<file path="src/rtl/axtl_pkg.sv">
package axtl_pkg;
  typedef enum logic [2:0] {
    A_PUT_FULL = 3'd0,
    A_PUT_PART = 3'd1,
    A_GET      = 3'd4
  } a_op_e;

  typedef enum logic [2:0] {
    D_ACK      = 3'd0,
    D_ACK_DATA = 3'd1
  } d_op_e;

  typedef enum logic [1:0] {
    ST_IDLE,
    ST_ISSUE,
    ST_WAIT
  } seq_e;

  localparam logic [1:0] RESP_OKAY   = 2'b00;
  localparam logic [1:0] RESP_SLVERR = 2'b10;
endpackage

</file>
<file path="src/rtl/axtl_accept.sv">
module axtl_accept (
  input  logic clk,
  input  logic rst,
  input  logic idle,
  input  logic aw_valid,
  input  logic w_valid,
  input  logic ar_valid,
  output logic aw_ready,
  output logic w_ready,
  output logic ar_ready,
  output logic take_wr,
  output logic take_rd
);
  logic wr_pair;

  always_comb begin
    wr_pair  = aw_valid && w_valid;
    take_wr  = idle && wr_pair;
    take_rd  = idle && ar_valid && !wr_pair;
    aw_ready = take_wr;
    w_ready  = take_wr;
    ar_ready = take_rd;
  end

  // address and data channels are taken only as a pair
  assert_pair_R2: assert property (@(posedge clk) disable iff (rst)
    (aw_ready || w_ready) |-> (aw_valid && w_valid && idle));

  // a pending write pair blocks the read
  assert_prio_R7: assert property (@(posedge clk) disable iff (rst)
    (aw_valid && w_valid) |-> !ar_ready);
endmodule

</file>
<file path="src/rtl/axtl_seq.sv">
module axtl_seq import axtl_pkg::*; (
  input  logic clk,
  input  logic rst,
  input  logic take_wr,
  input  logic take_rd,
  input  logic a_ready,
  input  logic d_fire,
  output logic idle,
  output logic a_valid,
  output logic waiting,
  output logic pend_wr
);
  seq_e st;

  always_ff @(posedge clk) begin
    if (rst) begin
      st      <= ST_IDLE;
      pend_wr <= 1'b0;
    end else begin
      case (st)
        ST_IDLE: if (take_wr || take_rd) begin
          st      <= ST_ISSUE;
          pend_wr <= take_wr;
        end
        ST_ISSUE: if (a_ready) st <= ST_WAIT;
        ST_WAIT:  if (d_fire)  st <= ST_IDLE;
        default:  st <= ST_IDLE;
      endcase
    end
  end

  assign idle    = (st == ST_IDLE);
  assign a_valid = (st == ST_ISSUE);
  assign waiting = (st == ST_WAIT);

  // a response can only complete a transaction that was issued
  assert_fire_in_wait_R6: assert property (@(posedge clk) disable iff (rst)
    d_fire |-> waiting);
endmodule

</file>
<file path="src/rtl/axtl_a_chan.sv">
module axtl_a_chan import axtl_pkg::*; #(
  parameter int ADDR_W = 32,
  parameter int ID_W   = 6,
  parameter int SIZE_W = 3,
  parameter int DATA_W = 256,
  localparam int MASK_W = DATA_W / 8
) (
  input  logic              clk,
  input  logic              rst,
  input  logic              take_wr,
  input  logic              take_rd,
  input  logic [ADDR_W-1:0] aw_addr,
  input  logic [ID_W-1:0]   aw_id,
  input  logic [SIZE_W-1:0] aw_size,
  input  logic [DATA_W-1:0] w_data,
  input  logic [MASK_W-1:0] w_strb,
  input  logic [ADDR_W-1:0] ar_addr,
  input  logic [ID_W-1:0]   ar_id,
  input  logic [SIZE_W-1:0] ar_size,
  output logic [2:0]        a_opcode,
  output logic [ADDR_W-1:0] a_address,
  output logic [ID_W-1:0]   a_source,
  output logic [SIZE_W-1:0] a_size,
  output logic [DATA_W-1:0] a_data,
  output logic [MASK_W-1:0] a_mask
);
  always_ff @(posedge clk) begin
    if (rst) begin
      a_opcode  <= 3'd0;
      a_address <= '0;
      a_source  <= '0;
      a_size    <= '0;
      a_data    <= '0;
      a_mask    <= '0;
    end else if (take_wr) begin
      a_opcode  <= A_PUT_FULL;
      a_address <= aw_addr;
      a_source  <= aw_id;
      a_size    <= aw_size;
      a_data    <= w_data;
      a_mask    <= w_strb;
    end else if (take_rd) begin
      a_opcode  <= A_GET;
      a_address <= ar_addr;
      a_source  <= ar_id;
      a_size    <= ar_size;
      a_data    <= '0;
      a_mask    <= '1;
    end
  end

  // the two capture strobes never fire together
  assert_one_take_R7: assert property (@(posedge clk) disable iff (rst)
    !(take_wr && take_rd));
endmodule

</file>
<file path="src/rtl/axtl_d_chan.sv">
module axtl_d_chan import axtl_pkg::*; #(
  parameter int ID_W   = 6,
  parameter int DATA_W = 256
) (
  input  logic              clk,
  input  logic              rst,
  input  logic              waiting,
  input  logic              pend_wr,
  input  logic              d_valid,
  input  logic [2:0]        d_opcode,
  input  logic [ID_W-1:0]   d_source,
  input  logic [DATA_W-1:0] d_data,
  input  logic              d_error,
  input  logic              b_ready,
  input  logic              r_ready,
  output logic              b_valid,
  output logic [ID_W-1:0]   b_id,
  output logic [1:0]        b_resp,
  output logic              r_valid,
  output logic [ID_W-1:0]   r_id,
  output logic [DATA_W-1:0] r_data,
  output logic [1:0]        r_resp,
  output logic              r_last,
  output logic              d_ready,
  output logic              d_fire
);
  logic [1:0] resp_code;

  always_comb begin
    resp_code = d_error ? RESP_SLVERR : RESP_OKAY;
    b_valid   = waiting && pend_wr  && d_valid && (d_opcode == D_ACK);
    r_valid   = waiting && !pend_wr && d_valid && (d_opcode == D_ACK_DATA);
    b_id      = d_source;
    b_resp    = resp_code;
    r_id      = d_source;
    r_data    = d_data;
    r_resp    = resp_code;
    r_last    = 1'b1;
    d_ready   = (b_valid && b_ready) || (r_valid && r_ready);
    d_fire    = d_ready && d_valid;
  end

  // at most one AXI response channel is offered per cycle
  assert_one_rsp_R10: assert property (@(posedge clk) disable iff (rst)
    $onehot0({b_valid, r_valid}));
endmodule

</file>
<file path="src/rtl/axi_tlul_bridge.sv">
module axi_tlul_bridge import axtl_pkg::*; #(
  parameter int ADDR_W = 32,
  parameter int ID_W   = 6,
  parameter int SIZE_W = 3,
  parameter int DATA_W = 256,
  localparam int MASK_W = DATA_W / 8
) (
  input  logic              clk,
  input  logic              rst,
  input  logic              axi_aw_valid,
  output logic              axi_aw_ready,
  input  logic [ADDR_W-1:0] axi_aw_addr,
  input  logic [ID_W-1:0]   axi_aw_id,
  input  logic [SIZE_W-1:0] axi_aw_size,
  input  logic              axi_w_valid,
  output logic              axi_w_ready,
  input  logic [DATA_W-1:0] axi_w_data,
  input  logic [MASK_W-1:0] axi_w_strb,
  output logic              axi_b_valid,
  input  logic              axi_b_ready,
  output logic [ID_W-1:0]   axi_b_id,
  output logic [1:0]        axi_b_resp,
  input  logic              axi_ar_valid,
  output logic              axi_ar_ready,
  input  logic [ADDR_W-1:0] axi_ar_addr,
  input  logic [ID_W-1:0]   axi_ar_id,
  input  logic [SIZE_W-1:0] axi_ar_size,
  output logic              axi_r_valid,
  input  logic              axi_r_ready,
  output logic [ID_W-1:0]   axi_r_id,
  output logic [DATA_W-1:0] axi_r_data,
  output logic [1:0]        axi_r_resp,
  output logic              axi_r_last,
  output logic              tl_a_valid,
  input  logic              tl_a_ready,
  output logic [2:0]        tl_a_opcode,
  output logic [ADDR_W-1:0] tl_a_address,
  output logic [ID_W-1:0]   tl_a_source,
  output logic [SIZE_W-1:0] tl_a_size,
  output logic [DATA_W-1:0] tl_a_data,
  output logic [MASK_W-1:0] tl_a_mask,
  input  logic              tl_d_valid,
  output logic              tl_d_ready,
  input  logic [2:0]        tl_d_opcode,
  input  logic [ID_W-1:0]   tl_d_source,
  input  logic [DATA_W-1:0] tl_d_data,
  input  logic              tl_d_error
);
  logic idle, waiting, pend_wr, take_wr, take_rd, d_fire;

  axtl_accept u_accept (
    .clk      (clk),
    .rst      (rst),
    .idle     (idle),
    .aw_valid (axi_aw_valid),
    .w_valid  (axi_w_valid),
    .ar_valid (axi_ar_valid),
    .aw_ready (axi_aw_ready),
    .w_ready  (axi_w_ready),
    .ar_ready (axi_ar_ready),
    .take_wr  (take_wr),
    .take_rd  (take_rd)
  );

  axtl_seq u_seq (
    .clk     (clk),
    .rst     (rst),
    .take_wr (take_wr),
    .take_rd (take_rd),
    .a_ready (tl_a_ready),
    .d_fire  (d_fire),
    .idle    (idle),
    .a_valid (tl_a_valid),
    .waiting (waiting),
    .pend_wr (pend_wr)
  );

  axtl_a_chan #(
    .ADDR_W (ADDR_W),
    .ID_W   (ID_W),
    .SIZE_W (SIZE_W),
    .DATA_W (DATA_W)
  ) u_a_chan (
    .clk       (clk),
    .rst       (rst),
    .take_wr   (take_wr),
    .take_rd   (take_rd),
    .aw_addr   (axi_aw_addr),
    .aw_id     (axi_aw_id),
    .aw_size   (axi_aw_size),
    .w_data    (axi_w_data),
    .w_strb    (axi_w_strb),
    .ar_addr   (axi_ar_addr),
    .ar_id     (axi_ar_id),
    .ar_size   (axi_ar_size),
    .a_opcode  (tl_a_opcode),
    .a_address (tl_a_address),
    .a_source  (tl_a_source),
    .a_size    (tl_a_size),
    .a_data    (tl_a_data),
    .a_mask    (tl_a_mask)
  );

  axtl_d_chan #(
    .ID_W   (ID_W),
    .DATA_W (DATA_W)
  ) u_d_chan (
    .clk      (clk),
    .rst      (rst),
    .waiting  (waiting),
    .pend_wr  (pend_wr),
    .d_valid  (tl_d_valid),
    .d_opcode (tl_d_opcode),
    .d_source (tl_d_source),
    .d_data   (tl_d_data),
    .d_error  (tl_d_error),
    .b_ready  (axi_b_ready),
    .r_ready  (axi_r_ready),
    .b_valid  (axi_b_valid),
    .b_id     (axi_b_id),
    .b_resp   (axi_b_resp),
    .r_valid  (axi_r_valid),
    .r_id     (axi_r_id),
    .r_data   (axi_r_data),
    .r_resp   (axi_r_resp),
    .r_last   (axi_r_last),
    .d_ready  (tl_d_ready),
    .d_fire   (d_fire)
  );

  // a handshake on either AXI request channel raises A on the next edge
  assert_a_rise_R5: assert property (@(posedge clk) disable iff (rst)
    (axi_aw_ready || axi_ar_ready) |=> tl_a_valid);

  // an unaccepted A request holds its contents
  assert_a_hold_R5: assert property (@(posedge clk) disable iff (rst)
    (tl_a_valid && !tl_a_ready) |=> (tl_a_valid && $stable(tl_a_opcode) &&
      $stable(tl_a_address) && $stable(tl_a_source) && $stable(tl_a_size) &&
      $stable(tl_a_mask)));

  // no new request while one is in flight
  assert_single_R6: assert property (@(posedge clk) disable iff (rst)
    (tl_a_valid || waiting) |-> (!axi_aw_ready && !axi_w_ready && !axi_ar_ready));

  // D is acknowledged only while a response is awaited
  assert_dready_R10: assert property (@(posedge clk) disable iff (rst)
    tl_d_ready |-> (waiting && tl_d_valid));
endmodule

</file>
<file path="config.mk">
export PLATFORM = sky130hd
export DESIGN_NAME = axi_tlul_bridge
export DESIGN_NICKNAME = d
export VERILOG_FILES = /design/src/rtl/axtl_pkg.sv /design/src/rtl/axtl_accept.sv /design/src/rtl/axtl_seq.sv /design/src/rtl/axtl_a_chan.sv /design/src/rtl/axtl_d_chan.sv /design/src/rtl/axi_tlul_bridge.sv
export SDC_FILE = /design/constraint.sdc
export NUM_CORES = 1
export LEC_CHECK = 0
export BUFFER_PORTS_ARGS = -buffer_cell sky130_fd_sc_hd__buf_2
export CORE_AREA = 2 2 483 485
export CTS_CLUSTER_DIAMETER = 120
export DETAILED_ROUTE_END_ITERATION = 12
export DIE_AREA = 0 0 485 487
export PLACE_DENSITY = 0.34
export SYNTH_ARGS = -nofsm -noshare
export SYNTH_HDL_FRONTEND = slang
export SYNTH_SLANG_ARGS = --single-unit
</file>
<file path="constraint.sdc">
create_clock -name clk -period 2.15 [get_ports clk]
set_input_delay 0.215 -clock clk [delete_from_list [all_inputs] [get_ports clk]]
set_output_delay 0.215 -clock clk [all_outputs]
set_load 0.01 [all_outputs]
</file>
After elaboration in Yosys (flattened, before gate mapping)
Cells that the tools add are included.
W data, S select, Z words.
{ "totals": {"latchBits": 0, "n_memories": 0, "rom_bits": 0, "elab_cells": 52, "ramBits": 0, "ff_bits": 333, "input_bits": 645} }
{ "classes": {"n_eq_ne": 6, "shifts": 0, "n_mul": 0, "order_cmp": 0, "div_mod_pow": 0, "n_bitwise": 0, "n_reduce_logical": 23, "n_mux": 15, "n_addsub": 0} }
{ "op_table": {"columns": ["cell", "n"], "rows": [
  ["$mux W256", 2],
  ["$mux W32", 4],
  ["$logic_and A1 B1 Y1", 13],
  ["$mux W6", 2],
  ["$mux W2", 4],
  ["$mux W3", 2],
  ["$pmux W2 S3", 1],
  ["$ne A2 B1 Y1 const B", 2],
  ["$eq A3 B1 Y1 const B", 1],
  ["$logic_not A3 Y1", 1],
  ["$reduce_and A3 Y1", 1],
  ["$eq A2 B1 Y1 const B", 1],
  ["$eq A2 B2 Y1 const B", 1],
  ["$logic_not A1 Y1", 2],
  ["$logic_not A2 Y1", 1],
  ["$logic_or A1 B1 Y1", 2],
  ["$ne A2 B2 Y1 const B", 1],
  ["$reduce_and A2 Y1", 1],
  ["$reduce_bool A2 Y1", 1],
  ["$reduce_or A2 Y1", 1]
]} }

Longest topological paths before layout
Gate-level depths: netlist of run 1.
{ "depth": {"depth_word": 9, "mapped_depth": 7, "depth_no_buf": 3} }

Hierarchy
From an unflattened synthesis of run 1, not the netlist that was laid out.
{ "hier_totals": {"hier_cells": 1773, "area_unflattened_um2": 15737.6} }
{ "modules_own_cells": {"columns": ["mod", "instances", "seq_area_each_um2", "cells_each", "area_per_inst_um2"], "rows": [
  ["axtl_a_chan", 1, 6606.3, 1470, 13420.4],
  ["axtl_d_chan", 1, 0.0, 282, 2134.5],
  ["axtl_seq", 1, 60.1, 15, 145.1],
  ["axtl_accept", 1, 0.0, 6, 37.5]
]} }

Least setup slack after synthesis of run 1
No wires, ideal clock.
{ "synth_path": {"path_kind": "register to output", "from": "reg u_seq.st[0]", "to": "out axi_ar_ready", "path_stages_with_launch": 6, "setup_slack_ns": 0.598, "required_ns": 1.935, "path_buffers": 3, "arrival_time_ns": 1.337, "cell_sequence": "dfxtp_1 > buf_2 > or3b_1 > buf_2 > clkbuf_1 > a21oi_1"} }
{ "synth_via": {"elab_chain_len": 3} }
{ "synth_lines": {"columns": ["element", "line_no", "source"], "rows": [
  ["start: declaration", "axtl_seq.sv:13", "seq_e st;"],
  ["start signal: assignment", "axtl_seq.sv:17", "st <= ST_IDLE;"],
  ["start signal: assignment", "axtl_seq.sv:22", "st <= ST_ISSUE;"],
  ["start signal: assignment", "axtl_seq.sv:25", "ST_ISSUE: if (a_ready) st <= ST_WAIT;"],
  ["$logic_not A2 Y1", "axtl_seq.sv:32", "assign idle = (st == ST_IDLE);"],
  ["$logic_and A1 B1 Y1 (2 in series)", "axtl_accept.sv:19", "take_rd = idle && ar_valid && !wr_pair;"],
  ["end: declaration", "axi_tlul_bridge.sv:24", "output logic axi_ar_ready,"]
]} }
No other way between the ends.

Worst setup path in the final report of run 1
{ "layout_path": {"from": "in tl_d_opcode[1]", "to": "out axi_b_valid"} }
{ "layout_via": {"elab_chain_len": 2} }
{ "layout_lines": {"columns": ["element", "line_no", "source"], "rows": [
  ["start: declaration", "axi_tlul_bridge.sv:44", "input logic [2:0] tl_d_opcode,"],
  ["$logic_not A3 Y1", "axtl_d_chan.sv:31", "b_valid = waiting && pend_wr && d_valid && (d_opcode == D_ACK);"],
  ["$logic_and A1 B1 Y1", "axtl_d_chan.sv:31", null],
  ["end: declaration", "axi_tlul_bridge.sv:19", "output logic axi_b_valid,"]
]} }
No other way between the ends.

==> summary.txt, run 1 <==
Synth
  • Ys async rst share: 0
  • Avg Inst Size Synth: 11.0 um2
  • Post-Syn Area: 13100 um2
  • Area leader, netlist: dfxtp_1
  • FF+latch count, synth: 333
  • Largest cells by area after synthesis: dfxtp_1, a22o_1, buf_4, buf_6, o221a_2
  • Top-count cell post-synth: dfxtp_1
  • Top cell type's share of synthesized area: 0.509
  • Synth top cells by count: dfxtp_1, buf_4, a22o_1
  • Sequential fraction of the synthesis area: 0.509
  • Commonest register cell after synthesis: dfxtp_1
  • Synth warnings: 0
  • Post-Syn Instances: 1185
  • Cell variety after synth: 30
  • Post-synth EDFFs: 0

Timing
  • Fin. Hold Viols: 0
  • Slew margin rel.: 0.510
  • Minimum clock period after layout: 2100 ps
  • Fin Hold WS: 229 ps
  • Worst-Margin Slew: 734 ps
  • Top achievable clock speed: 0.477 GHz
  • Clk_skew: 23.3 ps
  • Slew Limit Fails: 0
  • Fin crit share: 0.976
  • Final setup vio count: 0
  • RSZ-0062 raised after global routing: no

Setup path
  • Crit end category: primary output
  • Top cell by count, worst path: buf_4
  • Critical Path Slowest Stage Cell: nor3b_1
  • Largest delay share family, worst path: simple AND/OR/NAND/NOR gates
  • Critical path buffer and inverter count: 3
  • WP data arrival: 1880 ps
  • Startpoint Class: input pin
  • Worst Setup Path Type: in2out
  • CP Cell Sequence: buf_2, nor3b_1, buf_4, nand3b_1, nor3b_2, buf_4
  • Critical Path RT: 1930 ps
  • CP max stage delay: 620 ps
  • CP Max Fanout: 3

Routing
  • Vias: 13186
  • Met2 WL: 58.3 mm
  • Drt wl/cell: 26.8 um
  • Routed Antenna Nets: 0
  • Vias/cell: 2.59
  • Number of detailed-route iterations in the first pass: 5
  • Routed wire length: 136 mm
  • Uppermost layer routed: met5
  • Initial DRC count: 587
  • # DRC: 0
  • WL met1: 41.1 mm
  • WL met3: 30.1 mm

Power
  • Pwr dens: 859 nW/um2
  • Lkg Pwr: 9.94 nW
  • Worst IR Drop VDD: 0.000587 V
  • Tot Pwr: 20.3 mW

GRT
  • Pin count of the biggest net entering global routing: 96
  • First-pass GRT wire length: 163 mm
  • GRT Overall Usage: 0.110
  • Total gr overflow: 0
  • Initial antenna violation count: 105
  • Number of global-route vias before repair: 13557

Floorplanning
  • Die ar.: 236000 um2
  • Core area: 231000 um2
  • Die Width: 485 um
  • I/O pins: 1257
  • Chip height: 487 um
  • Initial Util: 0.0565
  • Row cnt: 177

Cells and area
  • Reg area: 6670 um2
  • Fillcell total: 26665
  • Fin util: 0.102
  • Area growth from synthesis to layout: 80.5%
  • Nets: 2638
  • Multi-input gate area: 3650 um2
  • Layout cells sized above 1: 0.428

Clock tree
  • Clk root buf: clkbuf_16
  • CTS Buffer Depth: 3
  • TritonCTS clock tree: yes
  • H-Tree Depth: 2
  • Worst-path clk slew: 60 ps
  • Worst-Skew Late Latency: 650 ps
  • Clock Sinks: 333
  • Num CTS Buffers: 50

Place
  • Number of port buffers: 718
  • Placer Congestion: 0.733
  • DPL Wire Length: 115 mm

Run status
  • Status: completed

Job
  • Max_cap viols: 0

Worst hold path
  • Min-delay worst type: in2reg
metrics by stage:
stage	instances	setup TNS (ps)	worst slack, ps	area [um2]
after floorplan	1188	0	598	13100
after global placement	4605	0	85.9	18000
after detailed placement	4605	0	7.62	18000
after CTS	5073	-40.5	-28.5	23600
after global routing	5080	0	19.0	23600
final	5083	0	52.4	23600
sequential cells by signal (all words and copies together) (netlist names):
name,count
u_seq.st,2
u_seq.pend_wr,1
u_a_chan.a_size,3
u_a_chan.a_address,32
u_a_chan.a_source,6
u_a_chan.a_opcode,1
u_a_chan.a_data,256
u_a_chan.a_mask,32
logic make-up after synthesis:
logic type	after synthesis	synth area share
compound gates	379	0.239
other cells	2	0.000574
simple gates	102	0.0353
flops	333	0.509
buf+inv	369	0.216
worst min-delay path: cells and delay by family:
family | cells | cell delay (ps)
buf+inv | 2 | 280
compound gates | 2 | 230
simple gates | 1 | 100
where the power goes:
group,switching [mW],internal (mW)
Sequential,0.321,6.76
Combinational,2.69,1.75
Clock,3.51,5.27
Total,6.52,13.8
layout by cell type (no fill, tap or decap), types with 2 or more instances in the layout:
cell / n
a21oi_1: 3
a22o_1: 256
a31oi_1: 41
buf_12: 11
buf_16: 2
buf_2: 714
buf_4: 15
buf_6: 2
bufinv_16: 6
clkbuf_1: 7
clkbuf_16: 50
clkbuf_8: 8
clkinv_2: 9
clkinv_4: 3
clkinvlp_4: 2
conb_1: 5
dfxtp_1: 331
diode_2: 9
dlygate4sd3_1: 376
inv_6: 3
nand2_1: 85
nand3b_1: 3
nor2_1: 2
nor2b_1: 3
nor3b_2: 2
o21ai_0: 41
o221a_1: 2
o221a_2: 30
area by class of cell:
| class | count | share of cell area |
|---|---|---|
| inverters | 2 | 0.000424 |
| flip-flops and latches | 333 | 0.282 |
| diodes | 9 | 0.000954 |
| clock inverters | 25 | 0.0136 |
| multi-input cells | 486 | 0.155 |
| well taps | 3043 | 0.161 |
| repair buffers | 1120 | 0.328 |
| clock buffers | 65 | 0.0588 |
final timing paths:
check	to	from	cells after the start	slack, ps
worst min register to register	u_a_chan.a_data[156]$_SDFFE_PP0P_	u_a_chan.a_data[156]$_SDFFE_PP0P_	1	470
worst max register to register	u_a_chan.a_source[0]$_SDFFE_PP0P_	u_seq.st[1]$_SDFFE_PP0P_	6	110
worst min-delay path	u_seq.st[1]$_SDFFE_PP0P_	tl_d_opcode[2]	5	230
worst max-delay path	axi_b_valid	tl_d_opcode[1]	6	50
per-layer routing:
layer  track usage  vias to the layer above
met5        0.0127                        -
met3         0.111                      402
li1              -                     5657
met1        0.0933                     5914
met2         0.171                     1203
met4        0.0392                       10
repair_timing:
item / in CTS / in global routing
setup buffers: 1 / 1
resized for setup: 9 / 6
pin swaps: 2 / 1
gates cloned: 1 / 0
hold buffers: 376 / 0
setup endpoints to repair: 7 / 14
hold endpoints to repair: 333 / 0
No activity file was read; power rests on OpenSTA's default activity.
==> run 2, diff against run 1 <==
--- a/config.mk
+++ b/config.mk
@@ -10,7 +10,9 @@
 export CTS_CLUSTER_DIAMETER = 120
 export DETAILED_ROUTE_END_ITERATION = 12
 export DIE_AREA = 0 0 485 487
-export PLACE_DENSITY = 0.34
+export PLACE_DENSITY_LB_ADDON = 0.1
+export RECOVER_POWER = 25
+export REMOVE_ABC_BUFFERS = 1
 export SYNTH_ARGS = -nofsm -noshare
 export SYNTH_HDL_FRONTEND = slang
 export SYNTH_SLANG_ARGS = --single-unit
==> summary.txt, run 2 (synthesized netlist as in run 1, its figures left out) <==
Cells and area
  • Number of flip-flops in the largest register: 256
  • Fillcell total: 26789
  • Top Registers: u_a_chan.a_data (256), u_a_chan.a_address (32), u_a_chan.a_mask (32)
  • Nets: 2666
  • Layout cells sized above 1: 0.432
  • Most common cell after layout, fill and taps aside: buf_2
  • Area growth from synthesis to layout: 83.5%
  • Most flop-heavy register: u_a_chan.a_data
  • Most frequent cells in the layout: buf_2, dlygate4sd3_1, dfxtp_1, a22o_1, nand2_1

Run status
  • Status: completed

Power
  • Worst IR Drop VDD: 0.000607 V
  • Pwr dens: 852 nW/um2
  • Lkg Pwr: 10.1 nW

Timing
  • Fin worst setup slack: 48.8 ps
  • Clk_skew: 20.2 ps
  • Slew margin rel.: 0.502
  • Final setup vio count: 0
  • Minimum clock period after layout: 2100 ps
  • Fin. Hold Viols: 0
  • Worst-Margin Slew: 745 ps
  • RSZ-0062 raised after global routing: yes
  • Setup TNS: 0 ps
  • Slew Limit Fails: 0
  • Fin crit share: 0.977
  • Top achievable clock speed: 0.476 GHz

Floorplanning
  • Row cnt: 177
  • Die Width: 485 um
  • Chip height: 487 um
  • Die ar.: 236000 um2
  • Initial Util: 0.0565
  • I/O pins: 1257
  • Core area: 231000 um2

Setup path
  • CP max stage delay: 560 ps
  • Startpoint Class: register
  • Critical Path RT: 2730 ps
  • CP Cell Sequence: buf_4, nand4bb_4, buf_6, bufbuf_16, o21ai_0, a31oi_1, dlygate4sd3_1
  • Critical Path Slowest Stage Cell: dlygate4sd3_1
  • Crit end category: register
  • Worst Setup Path Type: reg2reg
  • WP data arrival: 2680 ps
  • CP Max Fanout: 24

Clock tree
  • Worst-path clk slew: 60 ps
  • CTS Buffer Depth: 3
  • Clk root buf: clkbuf_16
  • H-Tree Depth: 2
  • TritonCTS clock tree: yes
  • Clock Sinks: 333
  • Num CTS Buffers: 55
  • Worst-Skew Late Latency: 680 ps

GRT
  • Total gr overflow: 0
  • Number of global-route vias before repair: 13549
  • GRT Overall Usage: 0.164
  • First-pass GRT wire length: 232 mm
  • Pin count of the biggest net entering global routing: 74
  • Initial antenna violation count: 31

Place
  • Placer Congestion: 0.963
  • Setup WS pre-CTS: 258 ps
  • Number of port buffers: 718
  • DPL Wire Length: 168 mm

Routing
  • Routed Antenna Nets: 0
  • Routed wire length: 202 mm
  • # DRC: 0
  • Number of detailed-route iterations in the first pass: 6
  • Drt wl/cell: 39.5 um
  • Vias: 14628
  • Initial DRC count: 1259
  • Vias/cell: 2.86

Worst hold path
  • Min-delay worst type: in2reg

Job
  • Max_cap viols: 0
## run 2: cell types whose count changed in the layout (fill, tap and decap cells not counted), sizes merged, moves of 2 or more
cell	before	now
buf	744	763
bufinv	6	0
clkbuf	65	87
inv	6	4
bufbuf	0	2
## run 2: path summary, 6_finish.rpt
kind	startpoint	endpoint	slack (ps)	cells after the start
max	u_seq.st[1]$_SDFFE_PP0P_	u_a_chan.a_address[27]$_SDFFE_PP0P_	50	7
min	axi_ar_valid	u_a_chan.a_address[6]$_SDFFE_PP0P_	210	5
max reg2reg	u_seq.st[1]$_SDFFE_PP0P_	u_a_chan.a_address[27]$_SDFFE_PP0P_	50	7
min reg2reg	u_a_chan.a_data[143]$_SDFFE_PP0P_	u_a_chan.a_data[143]$_SDFFE_PP0P_	470	1
## run 2: layout make-up
| class | count | area (um2) | area share |
|---|---|---|---|
| inverter | 2 | 8.76 | 0.000365 |
| tap | 3043 | 3810 | 0.159 |
| sequential | 333 | 6670 | 0.278 |
| timing repair buffer | 1143 | 8060 | 0.336 |
| antenna | 10 | 25.0 | 0.00104 |
| clock buffer | 86 | 1640 | 0.0685 |
| multi-input combinational | 486 | 3650 | 0.152 |
| clock inverter | 15 | 144 | 0.00599 |
## run 2: timing repair
item | CTS | global route
setup buffers | 5 | 1
hold buffers | 377 | 0
gates cloned | 2 | 1
endpoints found under the hold margin | 333 | 0
setup endpoints to repair | 6 | 11
pin swaps | 2 | 0
resized for setup | 11 | 7
## run 2: critical path: cells and delay by family (launching register included)
family	cells	cell delay [ps]
AOI/OAI and AO/OA	2	220
buffers and inverters	4	1180
DFF	1	350
and+or+nand+nor	1	230
## run 2: metrics by stage
stage            util  cell area, um2  hold slack, ps  std cells  total power [mW]
6_report        0.104           24000             206       5118              20.5
5_1_grt         0.104           24000             177       5114              21.5
4_1_cts         0.103           23900             135       5106              21.1
3_5_place_dp   0.0788           18200             427       4621              10.8
3_3_place_gp   0.0788           18200             425       4621              10.9
2_1_floorplan       -           10300             284        821              8.47
## run 2: power breakdown
| group | internal, mW | switching, mW |
|---|---|---|
| sequential | 6.76 | 0.390 |
| combinational | 1.88 | 2.30 |
| clock | 5.26 | 3.87 |
## run 2: metal layers
layer,global-route usage,vias to the layer above,share of wire
met4,0.0384,36,0.026
met1,0.134,6672,0.30
met2,0.219,1989,0.38
met3,0.215,225,0.27
li1,-,5706,-
met5,0.155,-,0.022
==> run 3, diff against run 2 <==
==> constraint.sdc (replaced) <==
create_clock -name clk -period 2.5 [get_ports clk]
set_input_delay 0.25 -clock clk [delete_from_list [all_inputs] [get_ports clk]]
set_output_delay 0.25 -clock clk [all_outputs]
set_load 0.01 [all_outputs]
==> summary.txt, run 3 (synthesized netlist as in run 1, its figures left out) <==
Cells and area
  • Area growth from synthesis to layout: 81.7%
  • Top Registers: u_a_chan.a_data (256), u_a_chan.a_address (32), u_a_chan.a_mask (32)
  • Nets: 2649
  • Post-route cell area: 23800 um2
  • Multi-input gate area: 3650 um2
  • Layout cells sized above 1: 0.429
  • Number of flip-flops in the largest register: 256
  • Reg area: 6670 um2
  • Most flop-heavy register: u_a_chan.a_data
  • Most common cell after layout, fill and taps aside: buf_2
  • Most frequent cells in the layout: buf_2, dlygate4sd3_1, dfxtp_1, a22o_1, nand2_1
  • Count of non-filler cells in the finished layout: 5099
  • Fin util: 0.103
  • Fillcell total: 26861

Timing
  • Top achievable clock speed: 0.431 GHz
  • Fin crit share: 0.929
  • Clk_skew: 26.0 ps
  • Worst-Margin Slew: 717 ps
  • Minimum clock period after layout: 2320 ps
  • RSZ-0062 raised after global routing: no
  • Slew margin rel.: 0.522
  • Setup TNS: 0 ps
  • Slew Limit Fails: 0
  • Fin. Hold Viols: 0
  • Final setup vio count: 0

Clock tree
  • Clock Sinks: 333
  • Clk root buf: clkbuf_16
  • TritonCTS clock tree: yes
  • CTS Buffer Depth: 3
  • H-Tree Depth: 2
  • Post-CTS Setup Bufs: 0
  • Worst-path clk slew: 60 ps
  • Num CTS Buffers: 56
  • Worst-Skew Late Latency: 700 ps

Floorplanning
  • Core area: 231000 um2
  • Row cnt: 177
  • Initial Util: 0.0565
  • I/O pins: 1257
  • Die Width: 485 um
  • Chip height: 487 um
  • Die ar.: 236000 um2

Place
  • Number of port buffers: 718
  • DPL Wire Length: 166 mm
  • Placed cells: 4611
  • Placer Congestion: 0.960
  • Placed Area: 18100 um2

Setup path
  • Crit end category: primary output
  • CP max stage delay: 460 ps
  • Critical path buffer and inverter count: 3
  • Largest delay share family, worst path: buffers and inverters
  • Startpoint Class: register
  • CP Cell Sequence: nand4bb_4, buf_16, inv_1, buf_2
  • Critical Path Slowest Stage Cell: dfxtp_2
  • Worst Setup Path Type: reg2out
  • CP Max Fanout: 59
  • FF-to-FF Start: u_seq.st[1]$_SDFFE_PP0P_
  • Worst setup path start: u_seq.st[1]$_SDFFE_PP0P_
  • WP data arrival: 2070 ps
  • Critical Path RT: 2250 ps

GRT
  • Total gr overflow: 0
  • Number of global-route vias before repair: 13583
  • GRT Overall Usage: 0.162
  • Initial antenna violation count: 23
  • First-pass GRT wire length: 231 mm
  • Pin count of the biggest net entering global routing: 98

Routing
  • Initial DRC count: 1149
  • Number of detailed-route iterations in the first pass: 5
  • Routed wire length: 200 mm
  • Vias: 14401
  • # DRC: 0
  • Routed Antenna Nets: 0
  • Vias/cell: 2.82
  • Drt wl/cell: 39.1 um

Power
  • Lkg Pwr: 10.1 nW
  • Pwr dens: 749 nW/um2
  • Worst IR Drop VDD: 0.000553 V
  • Tot Pwr: 17.8 mW

Worst hold path
  • Min-delay worst type: in2reg
  • Min-delay src: tl_d_opcode[2]

Job
  • Max_cap viols: 0

Run status
  • Status: completed
run 3: changes by cell type in the layout (fill, tap and decap cells not counted), sizes merged:
cell / before / now
buf: 763 / 747
clkinv: 12 / 8
clkinvlp: 1 / 5
diode: 10 / 6
inv: 4 / 6
bufbuf: 2 / 1
bufinv: 0 / 1
clkbuf: 87 / 86
run 3: worst reg2reg max path, stage by stage, from the launching register on:
cell	delay, ps
dfxtp_2	390
nand4bb_4	340
bufbuf_16	430
a22oi_1	260
nor2_1	50
dlygate4sd3_1	550
run 3: layout make-up:
type / instances / share of cell area
flip-flops and latches: 333 / 0.280
multi-input cells: 486 / 0.153
diodes: 6 / 0.000631
inverters: 2 / 0.000368
repair buffers: 1125 / 0.327
well taps: 3043 / 0.160
clock inverters: 18 / 0.00710
clock buffers: 86 / 0.0709
run 3: final timing paths:
check                                                          to  slack (ps)  depth (start not counted)
worst max-delay path                                  axi_w_ready         180                          4
worst min-delay path                     u_seq.st[1]$_SDFFE_PP0P_          80                          5
worst max register to register  u_a_chan.a_opcode[2]$_SDFFE_PP0P_         370                          5
worst min register to register  u_a_chan.a_data[230]$_SDFFE_PP0P_         470                          1
run 3: routing by layer:
layer | GRT usage | share of wire
met5 | 0.158 | 0.025
met3 | 0.221 | 0.28
met1 | 0.130 | 0.29
met4 | 0.0325 | 0.019
met2 | 0.218 | 0.38
run 3: power by group:
group | total (mW) | switching (mW) | leakage (nW) | internal, mW
combinational | 3.50 | 1.94 | 6.45 | 1.56
clock | 8.14 | 3.39 | 0.902 | 4.74
sequential | 6.16 | 0.349 | 2.72 | 5.81
total | 17.8 | 5.68 | 10.1 | 12.1
run 3: stage by stage:
step	hold WS [ps]	setup slack (ps)
global placement	456	259
floorplan	319	-3990
detailed placement	458	262
finish	79.6	178
global route	87.3	41.2
CTS	19.4	54.0
run 3: repair_timing:
action,CTS,global route
endpoints found under the setup margin,6,0
hold buffers,377,0
endpoints found under the hold margin,333,0
resized for setup,6,0
